### src/rtl/tmr_pkg.sv
package tmr_pkg;
  localparam logic [3:0] OFF_CTRL  = 4'h0;
  localparam logic [3:0] OFF_MODE  = 4'h1;
  localparam logic [3:0] OFF_IOC   = 4'h2;
  localparam logic [3:0] OFF_IEN   = 4'h4;
  localparam logic [3:0] OFF_STS   = 4'h5;
  localparam logic [3:0] OFF_CNT_L = 4'h6;
  localparam logic [3:0] OFF_CNT_H = 4'h7;
  localparam logic [3:0] OFF_GR_L  = 4'h8;
  localparam logic [3:0] OFF_GR_H  = 4'h9;

  localparam logic [2:0] CLR_MATCH = 3'd1;

  typedef enum logic [1:0] {
    EDGE_RISE = 2'd0,
    EDGE_FALL = 2'd1,
    EDGE_BOTH = 2'd2
  } edge_e;

  // flag vector: [0] compare, [1] overflow
  localparam int FLG_N = 2;
endpackage

### src/rtl/tmr_prescaler.sv
module tmr_prescaler #(
  parameter int PW = 6
) (
  input  logic       clk_i,
  input  logic       rst_ni,
  input  logic       run_i,
  input  logic [2:0] div_sel_i,
  input  logic [1:0] edge_sel_i,
  output logic       tick_o
);
  import tmr_pkg::*;

  logic [PW-1:0] pcnt_q, wrap, half;
  logic [1:0]    shift;

  always_comb begin
    shift = div_sel_i[2] ? 2'd3 : div_sel_i[1:0];
    wrap  = (PW'(1) << {shift, 1'b0}) - PW'(1);
    half  = wrap >> 1;
    if (wrap == '0) begin
      tick_o = run_i;
    end else begin
      unique case (edge_sel_i)
        EDGE_FALL: tick_o = run_i && (pcnt_q == half);
        EDGE_BOTH: tick_o = run_i && (pcnt_q == half || pcnt_q == wrap);
        default:   tick_o = run_i && (pcnt_q == wrap);
      endcase
    end
  end

  always_ff @(posedge clk_i or negedge rst_ni) begin
    if (!rst_ni)                      pcnt_q <= '0;
    else if (!run_i || pcnt_q >= wrap) pcnt_q <= '0;
    else                              pcnt_q <= pcnt_q + PW'(1);
  end
endmodule

### src/rtl/tmr_channel.sv
module tmr_channel #(
  parameter int CW = 16
) (
  input  logic          clk_i,
  input  logic          rst_ni,
  input  logic          run_i,
  input  logic          wr_i,
  input  logic          rd_i,
  input  logic [3:0]    off_i,
  input  logic [7:0]    wdata_i,
  output logic [7:0]    rdata_o,
  output logic [CW-1:0] cnt_o,
  output logic          flag_cmp_o,
  output logic          flag_ovf_o,
  output logic          cmp_o,
  output logic          irq_o
);
  import tmr_pkg::*;

  logic [7:0]       ctrl_q, mode_q, ioc_q, ien_q;
  logic [CW-1:0]    cnt_q, gr_q;
  logic [FLG_N-1:0] flg_q, seen_q, set_v, clr_v, wbits;
  logic             out_q, tick, match, clr_on, wr_cnt, cmp_evt, ovf_evt;

  tmr_prescaler #(.PW(6)) u_psc (
    .clk_i      (clk_i),
    .rst_ni     (rst_ni),
    .run_i      (run_i),
    .div_sel_i  (ctrl_q[2:0]),
    .edge_sel_i (ctrl_q[4:3]),
    .tick_o     (tick)
  );

  assign clr_on  = (ctrl_q[7:5] == CLR_MATCH);
  assign match   = tick && (cnt_q == gr_q);
  assign wr_cnt  = wr_i && (off_i == OFF_CNT_L || off_i == OFF_CNT_H);
  assign cmp_evt = match && !wr_cnt;
  assign ovf_evt = tick && !wr_cnt && (cnt_q == '1) && !(match && clr_on);
  assign set_v   = {ovf_evt, cmp_evt};
  assign wbits   = {wdata_i[4], wdata_i[0]};
  assign clr_v   = (wr_i && off_i == OFF_STS) ? (~wbits & seen_q) : '0;

  always_ff @(posedge clk_i or negedge rst_ni) begin
    if (!rst_ni) begin
      ctrl_q <= '0;
      mode_q <= '0;
      ioc_q  <= '0;
      ien_q  <= '0;
      gr_q   <= '0;
    end else if (wr_i) begin
      unique case (off_i)
        OFF_CTRL: ctrl_q     <= wdata_i;
        OFF_MODE: mode_q     <= wdata_i;
        OFF_IOC:  ioc_q      <= wdata_i;
        OFF_IEN:  ien_q      <= wdata_i;
        OFF_GR_L: gr_q[7:0]  <= wdata_i;
        OFF_GR_H: gr_q[15:8] <= wdata_i;
        default: ;
      endcase
    end
  end

  // bus write wins over counting
  always_ff @(posedge clk_i or negedge rst_ni) begin
    if (!rst_ni)                            cnt_q <= '0;
    else if (wr_i && off_i == OFF_CNT_L)    cnt_q <= {cnt_q[15:8], wdata_i};
    else if (wr_i && off_i == OFF_CNT_H)    cnt_q <= {wdata_i, cnt_q[7:0]};
    else if (tick)                          cnt_q <= (match && clr_on) ? '0 : cnt_q + CW'(1);
  end

  always_ff @(posedge clk_i or negedge rst_ni) begin
    if (!rst_ni) begin
      flg_q  <= '0;
      seen_q <= '0;
    end else begin
      flg_q  <= (flg_q & ~clr_v) | set_v;
      seen_q <= (rd_i && off_i == OFF_STS) ? flg_q : (seen_q & ~clr_v);
    end
  end

  always_ff @(posedge clk_i or negedge rst_ni) begin
    if (!rst_ni) begin
      out_q <= 1'b0;
    end else if (wr_i && off_i == OFF_IOC) begin
      if (!wdata_i[3] && wdata_i[1:0] != 2'd0) out_q <= wdata_i[2];
    end else if (cmp_evt && !ioc_q[3]) begin
      unique case (ioc_q[1:0])
        2'd1:    out_q <= 1'b0;
        2'd2:    out_q <= 1'b1;
        2'd3:    out_q <= ~out_q;
        default: ;
      endcase
    end
  end

  always_comb begin
    unique case (off_i)
      OFF_CTRL:  rdata_o = ctrl_q;
      OFF_MODE:  rdata_o = mode_q;
      OFF_IOC:   rdata_o = ioc_q;
      OFF_IEN:   rdata_o = ien_q;
      OFF_STS:   rdata_o = {3'b0, flg_q[1], 3'b0, flg_q[0]};
      OFF_CNT_L: rdata_o = cnt_q[7:0];
      OFF_CNT_H: rdata_o = cnt_q[15:8];
      OFF_GR_L:  rdata_o = gr_q[7:0];
      OFF_GR_H:  rdata_o = gr_q[15:8];
      default:   rdata_o = '0;
    endcase
  end

  assign cnt_o      = cnt_q;
  assign flag_cmp_o = flg_q[0];
  assign flag_ovf_o = flg_q[1];
  assign cmp_o      = out_q;
  assign irq_o      = |(flg_q & {ien_q[4], ien_q[0]});
endmodule

### src/rtl/tmr_array.sv
module tmr_array #(
  parameter  int N_CH   = 3,
  localparam int SEL_W  = $clog2(N_CH + 1),
  localparam int ADDR_W = SEL_W + 4
) (
  input  logic              clk_i,
  input  logic              rst_ni,
  input  logic              wr_en_i,
  input  logic              rd_en_i,
  input  logic [ADDR_W-1:0] addr_i,
  input  logic [7:0]        wdata_i,
  output logic [7:0]        rdata_o,
  output logic [N_CH-1:0]   cmp_o,
  output logic [N_CH-1:0]   irq_o
);
  localparam logic [SEL_W-1:0] START_SEL = SEL_W'(N_CH);

  logic [SEL_W-1:0]          sel;
  logic [3:0]                off;
  logic [N_CH-1:0]           run_q, ch_fcmp, ch_fovf;
  logic [N_CH-1:0][7:0]      ch_rdata;
  logic [N_CH-1:0][15:0]     ch_cnt;

  assign sel = addr_i[ADDR_W-1:4];
  assign off = addr_i[3:0];

  always_ff @(posedge clk_i or negedge rst_ni) begin
    if (!rst_ni)                                        run_q <= '0;
    else if (wr_en_i && sel == START_SEL && off == 4'h0) run_q <= wdata_i[N_CH-1:0];
  end

  for (genvar g = 0; g < N_CH; g++) begin : g_ch
    tmr_channel #(.CW(16)) u_ch (
      .clk_i      (clk_i),
      .rst_ni     (rst_ni),
      .run_i      (run_q[g]),
      .wr_i       (wr_en_i && sel == SEL_W'(g)),
      .rd_i       (rd_en_i && sel == SEL_W'(g)),
      .off_i      (off),
      .wdata_i    (wdata_i),
      .rdata_o    (ch_rdata[g]),
      .cnt_o      (ch_cnt[g]),
      .flag_cmp_o (ch_fcmp[g]),
      .flag_ovf_o (ch_fovf[g]),
      .cmp_o      (cmp_o[g]),
      .irq_o      (irq_o[g])
    );
  end

  always_comb begin
    rdata_o = '0;
    if (sel == START_SEL && off == 4'h0) rdata_o = 8'(run_q);
    for (int c = 0; c < N_CH; c++)
      if (sel == SEL_W'(c)) rdata_o = ch_rdata[c];
  end
endmodule

### config.mk
export PLATFORM = sky130hd
export DESIGN_NAME = tmr_array
export DESIGN_NICKNAME = d
export VERILOG_FILES = /design/src/rtl/tmr_pkg.sv /design/src/rtl/tmr_prescaler.sv /design/src/rtl/tmr_channel.sv /design/src/rtl/tmr_array.sv
export SDC_FILE = /design/constraint.sdc
export NUM_CORES = 1
export LEC_CHECK = 0
export CAP_MARGIN = 20
export CELL_PAD_IN_SITES_DETAIL_PLACEMENT = 1
export CELL_PAD_IN_SITES_GLOBAL_PLACEMENT = 2
export CORE_MARGIN = 3
export CORE_UTILIZATION = 37
export CTS_BUF_LIST = sky130_fd_sc_hd__clkbuf_4 sky130_fd_sc_hd__clkbuf_8 sky130_fd_sc_hd__clkbuf_16
export DETAILED_ROUTE_END_ITERATION = 8
export GPL_TIMING_DRIVEN = 0
export PLACE_DENSITY = 0.72
export SLEW_MARGIN = 20
export SYNTH_ARGS = -nofsm -noshare
export SYNTH_HDL_FRONTEND = slang
export SYNTH_HIERARCHICAL = 1
export SYNTH_SLANG_ARGS = --single-unit
### constraint.sdc
create_clock -name clk_i -period 2.82 [get_ports clk_i]
set_clock_uncertainty 0.2 [all_clocks]
set_input_delay 0.282 -clock clk_i [delete_from_list [all_inputs] [get_ports clk_i]]
set_output_delay 0.282 -clock clk_i [all_outputs]
set_load 0.01 [all_outputs]
Word-level counts from Yosys, hierarchy flattened
Index checks and enable logic that the tools add are counted.

word-level totals
  flip-flop bits (word level) = 228
  output and inout bits = 14
  logic and storage cells = 297

cells by class
  $add $sub $neg = 9
  order comparisons = 3
  equality and inequality tests = 47
  shift-type cells = 3
  muxes and demuxes = 47
  bitwise operators = 25
  reduce and logical (&&, ||, !) cells = 126

operators by type and width
  operator               number
  $pmux 8 s9             3
  $mux 16                9
  $logic_and 1x1->1      58
  $add 16x1->16 const B  3
  $eq 16x16->1           3
  $eq 16x16->1 const B   3
  $mux 8                 6
  $reduce_and 2->1       24
  $and 2x2->2            12
  $eq 2x2->1 const B     11
  $reduce_bool 2->1      10
  $add 6x1->6 const B    3
  $eq 6x5->1             3
  $eq 6x6->1             3
  $ge 6x6->1             3
  $logic_not 6->1        3
  $mux 2                 9
  $mux 6                 3
  $shl 1x3->6 const A    3
  $sub 6x2->6 const B    3
  $eq 4x3->1 const B     4
  $eq 2x1->1 const B     7
  $logic_not 1->1        13
  $reduce_bool 4->1      3
  other kinds (18)       58

Depth between registers and ports, before layout
Gate-level depths: netlist of run 1.

  depth in word-level cells = 14
  gate-level depth with buffers = 13
  mapped depth without buffers = 12

Cells and area by module
The synthesis of run 1 kept the hierarchy.

by module, submodules not included
  module                          instances  cells an instance  area each (um^2)  sequential area each (um^2)
  tmr_channel (g_ch[0].u_ch ...)  2          392                3962.6            1726.7
  tmr_channel (g_ch[2].u_ch)      1          393                3965.1            1726.7
  tmr_prescaler                   3          59                 498.0             150.1
  tmr_array                       1          52                 395.4             75.1

Worst setup path after synthesis of run 1
OpenSTA, ideal clock, no wires.

  path kind = reg-to-reg
  from = register g_ch[2].u_ch.ctrl_q[2]
  to = register g_ch[2].u_ch.cnt_q[11]
  data arrival time = 2.718 ns
  data required time = 2.483 ns
  slack = -0.235 ns
  cell stages (with the launch flop) = 13
  clock period less this slack = 3.055 ns
  cells stage by stage = dfrtp_1 > or3_2 > ha_1 > o211ai_1 > nor2_1 > nor2_1 > a21boi_1 > o21ai_0 > nor4_1 > nand4_2 > buf_6 > a222oi_1 > o31ai_1

on the way
  longest elaborated chain between the ends = 13

RTL lines
  what                                      RTL line                                                       RTL
  start, declared                           tmr_channel.sv:20                                              logic [7:0] ctrl_q, mode_q, ioc_q, ien_q;
  start signal, assigned                    tmr_channel.sv:52                                              OFF_CTRL: ctrl_q <= wdata_i;
  $mux 2 *                                  tmr_prescaler.sv:17                                            shift = div_sel_i[2] ? 2'd3 : div_sel_i[1:0];
  $shl 1x3->6 *                             tmr_prescaler.sv:18                                            wrap = (PW'(1) << {shift, 1'b0}) - PW'(1);
  $sub 6x2->6 *                             tmr_prescaler.sv:18
  $eq 6x5->1 or $eq 6x6->1 (tied branches)  tmr_prescaler.sv:24, tmr_prescaler.sv:25, tmr_prescaler.sv:26
  $logic_or 1x1->1                          tmr_prescaler.sv:25                                            EDGE_BOTH: tick_o = run_i && (pcnt_q == half || pcnt_q == wrap);
  $logic_and 1x1->1                         tmr_prescaler.sv:25
  $pmux 1 s2                                tmr_prescaler.sv:23                                            unique case (edge_sel_i)
  $mux 1 *                                  tmr_prescaler.sv:20                                            if (wrap == '0) begin
  named net g_ch[2].u_ch.tick               tmr_channel.sv:23                                              logic out_q, tick, match, clr_on, wr_cnt, cmp_evt, ovf_evt;
  $logic_and 1x1->1                         tmr_channel.sv:35                                              assign match = tick && (cnt_q == gr_q);
  $logic_and 1x1->1                         tmr_channel.sv:68                                              else if (tick) cnt_q <= (match && clr_on) ? '0 : cnt_q + CW'(1);
  $mux 16 (2 in a row)                      tmr_channel.sv:68
  $mux 16                                   tmr_channel.sv:67                                              else if (wr_i && off_i == OFF_CNT_H) cnt_q <= {wdata_i, cnt_q[7:0]};
  end signal, assigned                      tmr_channel.sv:66                                              else if (wr_i && off_i == OFF_CNT_L) cnt_q <= {cnt_q[15:8], wdata_i};
  end signal, assigned                      tmr_channel.sv:67
  end signal, assigned                      tmr_channel.sv:68
  end, declared                             tmr_channel.sv:21                                              logic [CW-1:0] cnt_q, gr_q;

Mark *: on every way through the listed nets, which the timed path passes. The rest lies on a longest branch. The select of a mux whose other input is x is not followed.
A chain may end at the register's enable or synchronous reset.

Worst setup path after layout of run 1
  from = register g_ch[0].u_ch.ctrl_q[2]
  to = register g_ch[0].u_ch.cnt_q[3]

on the way
  longest elaborated chain between the ends = 14

RTL lines
  what                                      RTL line
  start, declared                           tmr_channel.sv:20
  start signal, assigned                    tmr_channel.sv:52
  $mux 2 *                                  tmr_prescaler.sv:17
  $shl 1x3->6 *                             tmr_prescaler.sv:18
  $sub 6x2->6 *                             tmr_prescaler.sv:18
  $eq 6x5->1 or $eq 6x6->1 (tied branches)  tmr_prescaler.sv:24, tmr_prescaler.sv:25, tmr_prescaler.sv:26
  $logic_or 1x1->1                          tmr_prescaler.sv:25
  $logic_and 1x1->1                         tmr_prescaler.sv:25
  $pmux 1 s2                                tmr_prescaler.sv:23
  $mux 1 *                                  tmr_prescaler.sv:20
  named net g_ch[0].u_ch.tick               tmr_channel.sv:23
  $logic_and 1x1->1                         tmr_channel.sv:35
  $logic_and 1x1->1                         tmr_channel.sv:68
  $mux 16 (2 in a row)                      tmr_channel.sv:68
  $mux 16                                   tmr_channel.sv:67
  $mux 8                                    tmr_channel.sv:66
  end signal, assigned                      tmr_channel.sv:66
  end signal, assigned                      tmr_channel.sv:67
  end signal, assigned                      tmr_channel.sv:68
  end, declared                             tmr_channel.sv:21

Marked as above.

==> results.sh, run 1 <==
export IMPL_critPathBufInv=1
export IMPL_cpPeakStageDelay_ns=0.43
export IMPL_top_layer_used="met4"
export IMPL_path_clk_slew_ns=0.06
export IMPL_async_reset_ff_share_pct=100
export IMPL_antenna_found_initial=0
export IMPL_arrival_ns=3.33
export IMPL_dp_cells=1904
export IMPL_fin_crit_sh_pct=109
export IMPL_period_needed_ns=3.08
export IMPL_powerDensity_nw_per_um2=690
export IMPL_dpl_hpwl_um=32600
export IMPL_synth_cells=1406
export IMPL_relSlewSlack_pct=40.2
export IMPL_ir_drop_uv=485
export IMPL_setup_viol=37
export IMPL_run_status="finished, violations left"
export IMPL_cts_sinks=228
export IMPL_pin_count=32
export IMPL_drt_iter0_markers=649
export IMPL_multi_input_area_um2=8020
export IMPL_cpLargestDelayFamily="simple AND/OR/NAND/NOR gates"
export IMPL_hold_path_class="in -> reg"
export IMPL_switching_share_pct=33.5
export IMPL_die_area_um2=39600
export IMPL_fp_dieH_um=199
export IMPL_cts_inserted_buffers=30
export IMPL_totalWireLength_um=48000
export IMPL_num_rows=70
export IMPL_ys_warn_count=6
export IMPL_grt_usage_pct=24.1
export IMPL_dr_pass1_iters=5
export IMPL_num_vias=11700
export IMPL_h_tree_depth=1
export IMPL_grt_pass1_vias=12000
export IMPL_violations="negative setup slack"
export IMPL_fin_nets=1565
export IMPL_yosys_cell_types_count=62
export IMPL_finalHoldViolCount=0
export IMPL_die_w_um=199
export IMPL_cts_tree="built"
export IMPL_p_comb_share_pct=25.6
export IMPL_startpoint_type="register"
export IMPL_seqPwrFrac_pct=37.8
export IMPL_wl_met1_um=23300
export IMPL_fill_cells=4030
export IMPL_cap_viol_max_count=0
export IMPL_finalPower_uw=11600
export IMPL_core_area_um2=36700
export IMPL_clkLatencyLatePin_ns=0.58
export IMPL_syn_cell_area_um2=13800
export IMPL_drv_slew=0
export IMPL_fin_ws_ns=-0.261
export IMPL_cp_end_kind="register"
export IMPL_clockBufferDepth=3
export IMPL_root_buffer="clkbuf_16"
export IMPL_port_buffers=28
export IMPL_fin_cells=2003
export IMPL_ant_nets=0
export IMPL_synth_edf_count=0
export IMPL_grt_max_degree=82
export IMPL_fmax_mhz=325
export IMPL_drive_gt1_share_pct=30.0
export IMPL_grt_ovfl_total=0
export IMPL_worstPathRequired_ns=3.07
export IMPL_dr_wl_met2_um=22300
export IMPL_ys_flop_type="dfrtp_1"
export IMPL_wl_met3_um=1520
export IMPL_drt_wirelength_per_cell_um=24.0
export IMPL_p_switching_uw=3900
export IMPL_viasPerCell=5.84
export IMPL_place_ws_ns=-1.68
export IMPL_worst_slew_pin_slew_ns=0.896
export IMPL_crit_fanout=5
export IMPL_initial_core_util_pct=37.5
export IMPL_area_delta_synth_final_pct=22.1
export IMPL_p_clk_share_pct=36.6
export IMPL_syn_area_per_cell_um2=9.80
export IMPL_place_congestion=0.865
export IMPL_intPower_uw=7720
export IMPL_path_class="reg -> reg"
export IMPL_drcViolationCount=0
export IMPL_synthesis_nets=1460
export IMPL_setup_tns_ns=-4.30
export IMPL_cellLeakagePower_uw=0.00741
export IMPL_slowest_stage="dfrtp_2"
export IMPL_ys_ff_latch=228
export IMPL_rsz0062_at_grt="true"
export IMPL_grt_pass1_wl_um=73900
export IMPL_antenna_cells=0
export IMPL_cp_cell_sequence="or3_4, ha_4, o211ai_1, nor2_1, nor2_1, a21boi_2, o211ai_1, nor4_1, nand3_1, clkbuf_8, nand4_1, nand3_1"
export IMPL_seq_area_frac_synth_pct=41.4
export IMPL_regArea_um2=5720
## logic make-up (layout without fill, tap and decap cells)
kind of cell	after synthesis	after routing	synth area share, %
fa+ha+maj	36	36	3.27
flops	228	228	41.4
compound gates	247	247	12.3
xor+xnor	59	59	3.80
buf+inv	133	260	4.54
simple gates	506	508	19.0
mux	197	197	15.7
## stage by stage
| stage | instance area, um2 | hold WS (ns) | util, % |
|---|---|---|---|
| 2_1_floorplan | 13800 | -0.214 | - |
| 3_3_place_gp | 14700 | 0.274 | 40.1 |
| 3_5_place_dp | 14700 | 0.139 | 40.2 |
| 4_1_cts | 16400 | 0.0322 | 44.7 |
| 5_1_grt | 16800 | 0.0590 | 45.9 |
| 6_report | 16800 | 0.0597 | 45.9 |
## timing repair
item                                    4_1_cts  5_1_grt
hold buffers                                  1        0
endpoints found under the hold margin        78        0
pin swaps                                    49       53
gates resized for setup                     158      111
endpoints found under the setup margin       68       63
gates cloned                                  2        4
buffers inserted                             33        8
## cell type report
cell class	instances	area share (%)
flip-flops and latches	228	34.0
well taps	468	3.48
inverters	47	1.05
clock inverters	23	1.80
multi-input cells	1047	47.6
clock buffers	33	4.74
repair buffers	76	4.26
plain buffers	81	3.05
## tightest hold or removal path: cells and delay by family
kind	cells	cell delay [ns]
multiplexers	1	0.21
AND/OR/NAND/NOR	2	0.18
buffers and inverters	1	0.12
## worst paths after layout
kind / from / to / slack [ns] / cells after the start
max: g_ch[0].u_ch/ctrl_q[2] / g_ch[0].u_ch/cnt_o[3] / -0.26 / 12
min: addr_i[5] / run_q[1] / 0.06 / 4
max reg2reg: g_ch[0].u_ch/ctrl_q[2] / g_ch[0].u_ch/cnt_o[3] / -0.26 / 12
min reg2reg: g_ch[0].u_ch/ioc_q[4] / g_ch[0].u_ch/ioc_q[4] / 0.30 / 1
max in group asynchronous: rst_ni / g_ch[1].u_ch/ctrl_q[2] / 1.10 / 4
min in group asynchronous: rst_ni / g_ch[0].u_ch/u_psc/pcnt_q[4] / 0.11 / 2
## cells in the mapped netlist (13+ instances only)
master | number | area [um2]
dfrtp_1 | 228 | 5710
mux2_2 | 137 | 1540
nand2_1 | 135 | 507
nand3_1 | 82 | 410
nor2_1 | 78 | 293
o21ai_0 | 63 | 315
a22oi_1 | 50 | 375
mux2i_1 | 48 | 480
inv_1 | 47 | 176
xnor2_1 | 43 | 377
nor3_1 | 41 | 205
buf_2 | 38 | 190
ha_1 | 36 | 450
nand4_1 | 34 | 213
a21oi_1 | 32 | 160
and3_1 | 28 | 175
clkbuf_1 | 27 | 101
or4_1 | 15 | 113
xor2_1 | 15 | 131
nand2b_1 | 14 | 87.6
o31ai_1 | 13 | 97.6
## cells in the final DEF (no fill, tap or decap), drive strengths merged, types with 7 or more instances in the layout
cell | netlist | routed
a21oi | 32 | 32
a221o | 10 | 10
a221oi | 9 | 9
a22o | 12 | 12
a22oi | 50 | 50
a31oi | 10 | 10
and2 | 12 | 13
and3 | 28 | 28
and4 | 6 | 7
buf | 59 | 114
clkbuf | 27 | 61
clkdlybuf4s50 | 0 | 12
clkinv | 0 | 10
dfrtp | 228 | 228
ha | 36 | 36
inv | 47 | 49
mux2 | 149 | 149
mux2i | 48 | 48
nand2 | 135 | 135
nand2b | 14 | 14
nand3 | 83 | 83
nand4 | 35 | 35
nand4b | 7 | 7
nor2 | 89 | 89
nor2b | 11 | 11
nor3 | 45 | 45
o2111ai | 7 | 7
o21ai | 68 | 68
o31ai | 13 | 13
or4 | 16 | 16
xnor2 | 44 | 44
xor2 | 15 | 15
## metal layers
metal,vias to the layer above,global-route usage [%]
met2,199,38.7
li1,5398,-
met4,0,4.76
met1,6040,35.3
met3,55,2.83
met5,-,0
## power by group through the flow
stage,clock [uW],sequential (uW),combinational [uW]
6_report,4250,4390,2980
5_1_grt,4500,4460,3270
4_1_cts,4370,4370,2830
3_5_place_dp,0,4400,2660
3_3_place_gp,0,4390,2610
2_1_floorplan,0,4180,1920
## sequential cells by signal, summed over array words and instances (netlist names)
| name | cells |
|---|---|
| g_ch.u_ch/ctrl_q | 24 |
| g_ch.u_ch/cmp_o | 3 |
| run_q | 3 |
| g_ch.u_ch/seen_q | 6 |
| g_ch.u_ch/ien_q | 24 |
| g_ch.u_ch/gr_q | 48 |
| g_ch.u_ch/mode_q | 24 |
| g_ch.u_ch/cnt_o | 48 |
| g_ch.u_ch/u_psc/pcnt_q | 18 |
| g_ch.u_ch/ioc_q | 24 |
| g_ch.u_ch/flg_q | 6 |
Note: power is estimated with default switching activity, not from simulation.
==> run 2, diff against run 1 <==
--- a/config.mk
+++ b/config.mk
@@ -14,7 +14,7 @@
 export DETAILED_ROUTE_END_ITERATION = 8
 export GPL_TIMING_DRIVEN = 0
 export PLACE_DENSITY = 0.72
-export SLEW_MARGIN = 20
+export SLEW_MARGIN = 10
 export SYNTH_ARGS = -nofsm -noshare
 export SYNTH_HDL_FRONTEND = slang
 export SYNTH_HIERARCHICAL = 1
==> results of run 2 <==
Same layout as run 1: the final DEF is identical, and so are final timing and power.
==> run 3, diff against run 2 <==
--- a/config.mk
+++ b/config.mk
@@ -9,11 +9,11 @@
 export CELL_PAD_IN_SITES_DETAIL_PLACEMENT = 1
 export CELL_PAD_IN_SITES_GLOBAL_PLACEMENT = 2
 export CORE_MARGIN = 3
-export CORE_UTILIZATION = 37
+export CORE_UTILIZATION = 44
 export CTS_BUF_LIST = sky130_fd_sc_hd__clkbuf_4 sky130_fd_sc_hd__clkbuf_8 sky130_fd_sc_hd__clkbuf_16
 export DETAILED_ROUTE_END_ITERATION = 8
 export GPL_TIMING_DRIVEN = 0
-export PLACE_DENSITY = 0.72
+export PLACE_DENSITY = 0.87
 export SLEW_MARGIN = 10
 export SYNTH_ARGS = -nofsm -noshare
 export SYNTH_HDL_FRONTEND = slang
==> constraint.sdc (replaced) <==
create_clock -name clk_i -period 3.55 [get_ports clk_i]
set_clock_uncertainty 0.2 [all_clocks]
set_input_delay 0.355 -clock clk_i [delete_from_list [all_inputs] [get_ports clk_i]]
set_output_delay 0.355 -clock clk_i [all_outputs]
set_load 0.01 [all_outputs]
==> results.sh, run 3 (synthesized netlist as in run 1, its figures left out) <==
export IMPL_grt_busiest_layer="met2"
export IMPL_relSlewSlack_pct=46.7
export IMPL_area_delta_synth_final_pct=13.3
export IMPL_period_needed_ns=3.46
export IMPL_grt_usage_pct=26.3
export IMPL_path_clk_slew_ns=0.06
export IMPL_final_common_cell="dfrtp_1"
export IMPL_root_buffer="clkbuf_16"
export IMPL_setup_tns_ns=0
export IMPL_h_tree_depth=1
export IMPL_fmax_mhz=289
export IMPL_drt_iter0_markers=903
export IMPL_crit_fanout=10
export IMPL_finalHoldViolCount=0
export IMPL_grt_met2_usage_pct=44.1
export IMPL_totalWireLength_um=44400
export IMPL_drv_slew=0
export IMPL_path_class="in -> out"
export IMPL_p_comb_share_pct=25.0
export IMPL_port_buffers=28
export IMPL_place_congestion=0.867
export IMPL_p_clk_share_pct=34.2
export IMPL_grt_pass1_vias=12000
export IMPL_drive_gt1_share_pct=20.0
export IMPL_switching_share_pct=32.8
export IMPL_place_ws_ns=-1.02
export IMPL_antenna_found_initial=0
export IMPL_cp_end_kind="primary output"
export IMPL_die_w_um=183
export IMPL_num_vias=11600
export IMPL_cpLargestDelayFamily="buffers and inverters"
export IMPL_dp_cells=1832
export IMPL_drcViolationCount=0
export IMPL_clockBufferDepth=3
export IMPL_fin_nets=1522
export IMPL_fin_util_pct=50.8
export IMPL_powerDensity_nw_per_um2=542
export IMPL_seqPwrFrac_pct=40.8
export IMPL_ir_drop_uv=350
export IMPL_worst_slew_pin_slew_ns=0.800
export IMPL_worstPathRequired_ns=2.99
export IMPL_grt_util_met1_pct=36.5
export IMPL_fin_cells=1883
export IMPL_cap_viol_max_count=0
export IMPL_cts_inserted_buffers=28
export IMPL_cts_sinks=228
export IMPL_clkLatencyLatePin_ns=0.55
export IMPL_num_rows=64
export IMPL_grt_ovfl_total=0
export IMPL_fp_dieH_um=183
export IMPL_drt_wirelength_per_cell_um=23.6
export IMPL_crit_start="addr_i[3]"
export IMPL_grt_pass1_wl_um=69800
export IMPL_die_area_um2=33500
export IMPL_fin_ws_ns=0.0889
export IMPL_cellLeakagePower_uw=0.00697
export IMPL_pin_count=32
export IMPL_core_area_um2=30700
export IMPL_ant_nets=0
export IMPL_critPathBufInv=3
export IMPL_hold_path_class="in -> async"
export IMPL_run_status="finished clean"
export IMPL_cts_tree="built"
export IMPL_startpoint_type="input pin"
export IMPL_cp_cell_sequence="clkdlybuf4s15_2, and2b_1, clkbuf_1, nand2_1, o21ai_0, nand2_1, nand3_1, mux2i_1, o21ai_0, clkdlybuf4s50_1"
export IMPL_p_switching_uw=2770
export IMPL_slowest_stage="clkdlybuf4s50_1"
export IMPL_fin_crit_sh_pct=97.5
export IMPL_intPower_uw=5690
export IMPL_dr_pass1_iters=5
export IMPL_r2r_start="g_ch[0].u_ch/ctrl_q[2]"
export IMPL_cpPeakStageDelay_ns=0.63
export IMPL_antenna_cells=0
export IMPL_final_cell_mix="227 x dfrtp_1, 137 x mux2_2, 135 x nand2_1"
export IMPL_dpl_hpwl_um=31200
export IMPL_use_met3_pct=2.98
export IMPL_setup_viol=0
export IMPL_arrival_ns=2.91
export IMPL_initial_core_util_pct=44.8
export IMPL_viasPerCell=6.16
export IMPL_grt_max_degree=108
==> run 3: cell type report <==
class	instances	area, um2
clock inverters	6	61.3
well taps	396	495
repair buffers	32	334
inverters	47	176
fillers	3446	15100
multi-input cells	1045	7480
clock buffers	43	881
flip-flops and latches	228	5710
plain buffers	86	468
==> run 3: power by group through the flow <==
| stage | logic, uW | clock network [uW] | registers (uW) |
|---|---|---|---|
| floorplan | 1500 | 0 | 3320 |
| global placement | 2010 | 0 | 3470 |
| detailed placement | 2080 | 0 | 3490 |
| CTS | 2110 | 2960 | 3450 |
| global route | 2350 | 3070 | 3510 |
| finish | 2120 | 2900 | 3450 |
==> run 3: what timing repair did <==
item / in CTS / in global routing
buffers inserted: 0 / 1
gates resized for setup: 35 / 16
hold endpoints to repair: 228 / 0
hold buffers: 1 / 0
pin swaps: 0 / 2
setup endpoints to repair: 24 / 38
==> run 3: final timing paths <==
kind | cells after the start | end | slack (ns)
worst max-delay path | 10 | rdata_o[7] | 0.09
worst max register to register | 12 | g_ch[0].u_ch/cnt_o[3] | 0.12
worst min register to register | 1 | g_ch[0].u_ch/ioc_q[2] | 0.30
min in group clk_i | 4 | run_q[0] | 0.14
max in group asynchronous | 3 | g_ch[1].u_ch/cnt_o[2] | 2.30
worst min-delay path | 2 | g_ch[0].u_ch/u_psc/pcnt_q[5] | 0.04
==> run 3: metal layers <==
layer / routed length, um / up-vias / part of all wire (%)
met5: 0 / - / 0
met4: 1070 / 0 / 2.4
met3: 1850 / 71 / 4.2
met2: 21100 / 274 / 48
met1: 20400 / 5977 / 46
li1: - / 5285 / -
==> run 3: through the flow <==
| step | area, um2 | hold slack, ns | power, uW |
|---|---|---|---|
| after floorplan | 13800 | -0.141 | 4820 |
| after global placement | 14600 | 0.273 | 5480 |
| after detailed placement | 14600 | 0.0110 | 5570 |
| after CTS | 15600 | 0.0346 | 8510 |
| after global routing | 15600 | 0.0453 | 8930 |
| final | 15600 | 0.0410 | 8460 |
